==> config.mk <==
export PLATFORM = sky130hd
export DESIGN_NAME = uart_lsr_flags
export DESIGN_NICKNAME = d
export VERILOG_FILES = /design/src/rtl/uart_lsr_flags.sv
export SDC_FILE = /design/constraint.sdc
export NUM_CORES = 1
export LEC_CHECK = 0
export ABC_AREA = 1
export BUFFER_PORTS_ARGS = -buffer_cell sky130_fd_sc_hd__buf_2
export CELL_PAD_IN_SITES_DETAIL_PLACEMENT = 0
export CELL_PAD_IN_SITES_GLOBAL_PLACEMENT = 2
export CORE_MARGIN = 2
export CORE_UTILIZATION = 25
export DETAILED_ROUTE_END_ITERATION = 7
export HOLD_SLACK_MARGIN = 0.03
export PLACE_DENSITY_LB_ADDON = 0.1
export SLEW_MARGIN = 20
export SYNTH_ARGS = -nofsm -noshare
export SYNTH_HDL_FRONTEND = slang
export SYNTH_SLANG_ARGS = --single-unit
==> constraint.sdc <==
create_clock -name clk -period 1.9 [get_ports clk]
set_input_delay 0.19 -clock clk [delete_from_list [all_inputs] [get_ports clk]]
set_output_delay 0.19 -clock clk [all_outputs]
set_load 0.005 [all_outputs]
==> src/rtl/uart_lsr_flags.sv <==
module uart_lsr_flags #(
  parameter int TX_DEPTH = 16,
  parameter int RX_DEPTH = 16,
  localparam int TXC_W = $clog2(TX_DEPTH + 1),
  localparam int ERC_W = $clog2(RX_DEPTH + 1)
) (
  input  logic             clk,
  input  logic             rst_n,
  input  logic             fifo_mode,
  input  logic             thr_wr,
  input  logic             thr_xfer,
  input  logic             tsr_idle,
  input  logic [TXC_W-1:0] txf_count,
  input  logic             rx_push,
  input  logic             rx_push_err,
  input  logic             rx_pop,
  input  logic             rx_pop_err,
  input  logic             lsr_rd,
  input  logic             thre_ie,
  output logic             thre,
  output logic             temt,
  output logic             err_sum,
  output logic             thre_irq
);

  localparam logic [ERC_W-1:0] CNT_MAX = ERC_W'(RX_DEPTH);

  logic             hold_full;
  logic [ERC_W-1:0] err_cnt, err_cnt_nx;
  logic             err_q, err_nx;

  wire err_inc = fifo_mode & rx_push & rx_push_err;
  wire err_dec = fifo_mode & rx_pop & rx_pop_err;

  always_comb begin
    err_cnt_nx = err_cnt;
    if (!fifo_mode)
      err_cnt_nx = '0;
    else if (err_inc && !err_dec && err_cnt != CNT_MAX)
      err_cnt_nx = err_cnt + 1'b1;
    else if (err_dec && !err_inc && err_cnt != '0)
      err_cnt_nx = err_cnt - 1'b1;
  end

  assign err_nx = fifo_mode & ((err_cnt_nx != '0) | (err_q & ~lsr_rd));

  always_ff @(posedge clk or negedge rst_n) begin
    if (!rst_n) begin
      hold_full <= 1'b0;
      err_cnt   <= '0;
      err_q     <= 1'b0;
    end else begin
      if (!fifo_mode) begin
        if (thr_wr)
          hold_full <= 1'b1;
        else if (thr_xfer)
          hold_full <= 1'b0;
      end
      err_cnt <= err_cnt_nx;
      err_q   <= err_nx;
    end
  end

  assign thre     = fifo_mode ? (txf_count == '0) : ~hold_full;
  assign temt     = thre & tsr_idle;
  assign thre_irq = thre & thre_ie;
  assign err_sum  = err_q & fifo_mode;

endmodule

==> reports/metrics.yaml <==
outcome: "complete, no violations"
via_per_inst: 4.19
synthCells: 95
yosys-top-cells-area: "dfrtp_1 27%, inv_1 12%, nand2_1 12%, nand3_1 9.9%, nand3_2 6.1%"
num-fill-cells: 282
cp_common_cell: "nand2_1"
critPathArrivalTime_ns: 1.81
synth_top_area_frac: 0.267
core_mm2: 0.00248
power.internal_uw: 296
worst_pin_slew_ns: 0.342
antenna_cells: 0
clock-sinks: 7
rr_endpoint: "err_q"
post-dp-hpwl_um: 1170
syn-cell-area_um2: 657
power_frac_clock: 0.309
final_hold_viol_count: 0
dr.pass1.iters: 4
cp_cell_sequence: "inv_1, ha_1, nand3_1, nand2_4, nand2_1, o21ai_1, nand2_1, nand3_1, nand2_1, nand2_1, nand2_1"
dieArea_mm2: 0.00305
fin_tns_setup_ns: 0
clk_path_buf_depth: 2
setup_violations: 0
drt_wl_total_um: 1410
yosys_register_bits: 7
swShare: 0.326
period_share: 0.877
ios: 21
synth-main-ff-cell: "dfrtp_1"
p_seq_frac: 0.401
yosysTopAreaCell: "dfrtp_1"
vias: 620
synthToLayoutAreaGrowth_pct: 22.7
num_rows: 18
overflow: 0
htree_num_levels: 1
crit_path_start_kind: "register"
p_leak_uw: 0.000495
cap_viol_max_count: 0
yosys.cell_types.count: 21
synth-edff-count: 0
vdd_drop_max_uv: 448
crit_path_end: "err_q"
synth_nets: 114
slew_violations: 0
grt_max_degree: 15
postCtsSetupRepairBufs: 0
max-slew-margin-rel: 0.772
total_power_uw: 439
async_flop_share: 1.00
gp_congestion: 0.709
first_global_vias: 595
cts_root_buffer: "clkbuf_4"
holdCritPathClass: "input port to register"
critPathMaxFanout: 5
postLayoutSetupSlackWorst_ns: 0.234
drcViolationCount: 0
grt.total_usage: 0.103
final_nets: 138
drtIter0Drc: 12
port_buffers: 20
die-height_um: 55.3
r2r_setup_slack_ns: 0.23
r2r-start: "err_cnt[0]"
cpPeakStageDelay_ns: 0.41
final_antenna_net_count: 0
fmax_mhz: 600
grt_pass1_wl_um: 2500
power_frac_comb: 0.290
yosys_warnings: 0
place_ws_ns: 0.228
p_sw_uw: 143
start_util: 0.265
numCtsBuffers: 3
yosysSeqAreaShare: 0.267
power.density_mw_per_mm2: 544
cp-end-kind: "register"
worstSetupPathType: "register to register"
postSynthAreaPerCell_um2: 6.91
die_w_um: 55.3
r2r_cells: 11
wire_per_inst_um: 9.55
post_cts_resize_count: 0
worst_ep_required_time_ns: 2.04
fin_util: 0.325
clock_skew_ns: 0.00209
crit_path_top_delay_cell: "dfrtp_1"
path_clk_slew_ns: 0.05
rsz0062_at_grt: "false"
clock_latency_ns: 0.25
drive_gt1_frac: 0.314
cts_tree: "built"
cp-startpoint: "err_cnt[0]"
antenna_found_initial: 0
ctsHoldBuffers: 1
post-route-min-period_ns: 1.67
[flip-flops by register name (all words and copies together), names as in the netlist]
register / cells
hold_full: 1
err_cnt: 5
err_q: 1
[worst min-delay path by stage]
stage,startpoint,end,cells past startpoint
5_1_grt,thr_wr,hold_full,3
2_1_floorplan,rst_n,err_cnt[0],0
4_1_cts,thr_wr,hold_full,3
3_3_place_gp,rst_n,hold_full,1
3_5_place_dp,rst_n,hold_full,1
6_report,thr_wr,hold_full,3
[cell type report]
class,count,area [um2],area share
clock buffer,4,26.3,0.0326
inverter,21,78.8,0.0978
multi-input combinational,65,378,0.469
sequential,7,175,0.217
tap,30,37.5,0.0466
timing repair buffer,21,110,0.137
[cells by family (layout without fill, tap and decap cells)]
group | Yosys count | in the layout | share of synthesized area
xor+xnor | 1 | 1 | 0.0133
flops | 7 | 7 | 0.267
compound gates | 6 | 6 | 0.0495
buf+inv | 23 | 46 | 0.158
fa+ha+maj | 2 | 2 | 0.0381
simple gates | 56 | 56 | 0.474
[cell usage in the layout, fill, tap and decap left out, types with 2 or more instances in the layout]
cell and n:
buf_2 20, clkbuf_4 3, dfrtp_1 7, ha_1 2, inv_1 21, nand2_1 21, nand2_2 3, nand2_4 2
nand3_1 13, nand3_2 4, nor2_1 4, nor2_2 2, nor2_4 3, o21ai_0 3, o21ai_1 2
[layer usage]
metal	wire, um	track usage	share of wire	vias to the layer above
met4	0	0.0314	0	0
met3	64	0.0351	0.045	0
met1	642	0.127	0.45	268
li1	-	-	-	337
met2	706	0.170	0.50	15
met5	0	0	0	-
[worst max-delay path, delay by kind of cell, from the launching register on]
kind	cells	cell delay [ns]
AO/OA/AOI/OAI	1	0.08
adder cells (fa/ha/maj)	1	0.24
flip-flops	1	0.41
buffers and inverters	1	0.09
AND/OR/NAND/NOR	8	0.74
[metrics by stage]
step,area (um2),instances,hold slack [ns]
after floorplan,657,95,-0.106
after global placement,769,143,0.0338
after detailed placement,769,143,0.0357
after CTS,806,148,0.165
after global routing,806,148,0.173
final,806,148,0.169
[cells in the mapped netlist, types with 3 or more instances]
| library cell | n |
|---|---|
| dfrtp_1 | 7 |
| inv_1 | 21 |
| nand2_1 | 21 |
| nand2_2 | 3 |
| nand3_1 | 13 |
| nand3_2 | 4 |
| nor2_1 | 4 |
| nor2_4 | 3 |
| o21ai_0 | 3 |
[power by group through the flow]
stage	clock network, uW	registers [uW]	logic, uW
3_3_place_gp	0	179	130
2_1_floorplan	0	172	95.6
4_1_cts	143	176	130
6_report	135	176	127
3_5_place_dp	0	179	128
5_1_grt	159	178	147
(Power assumes the default switching activity.)
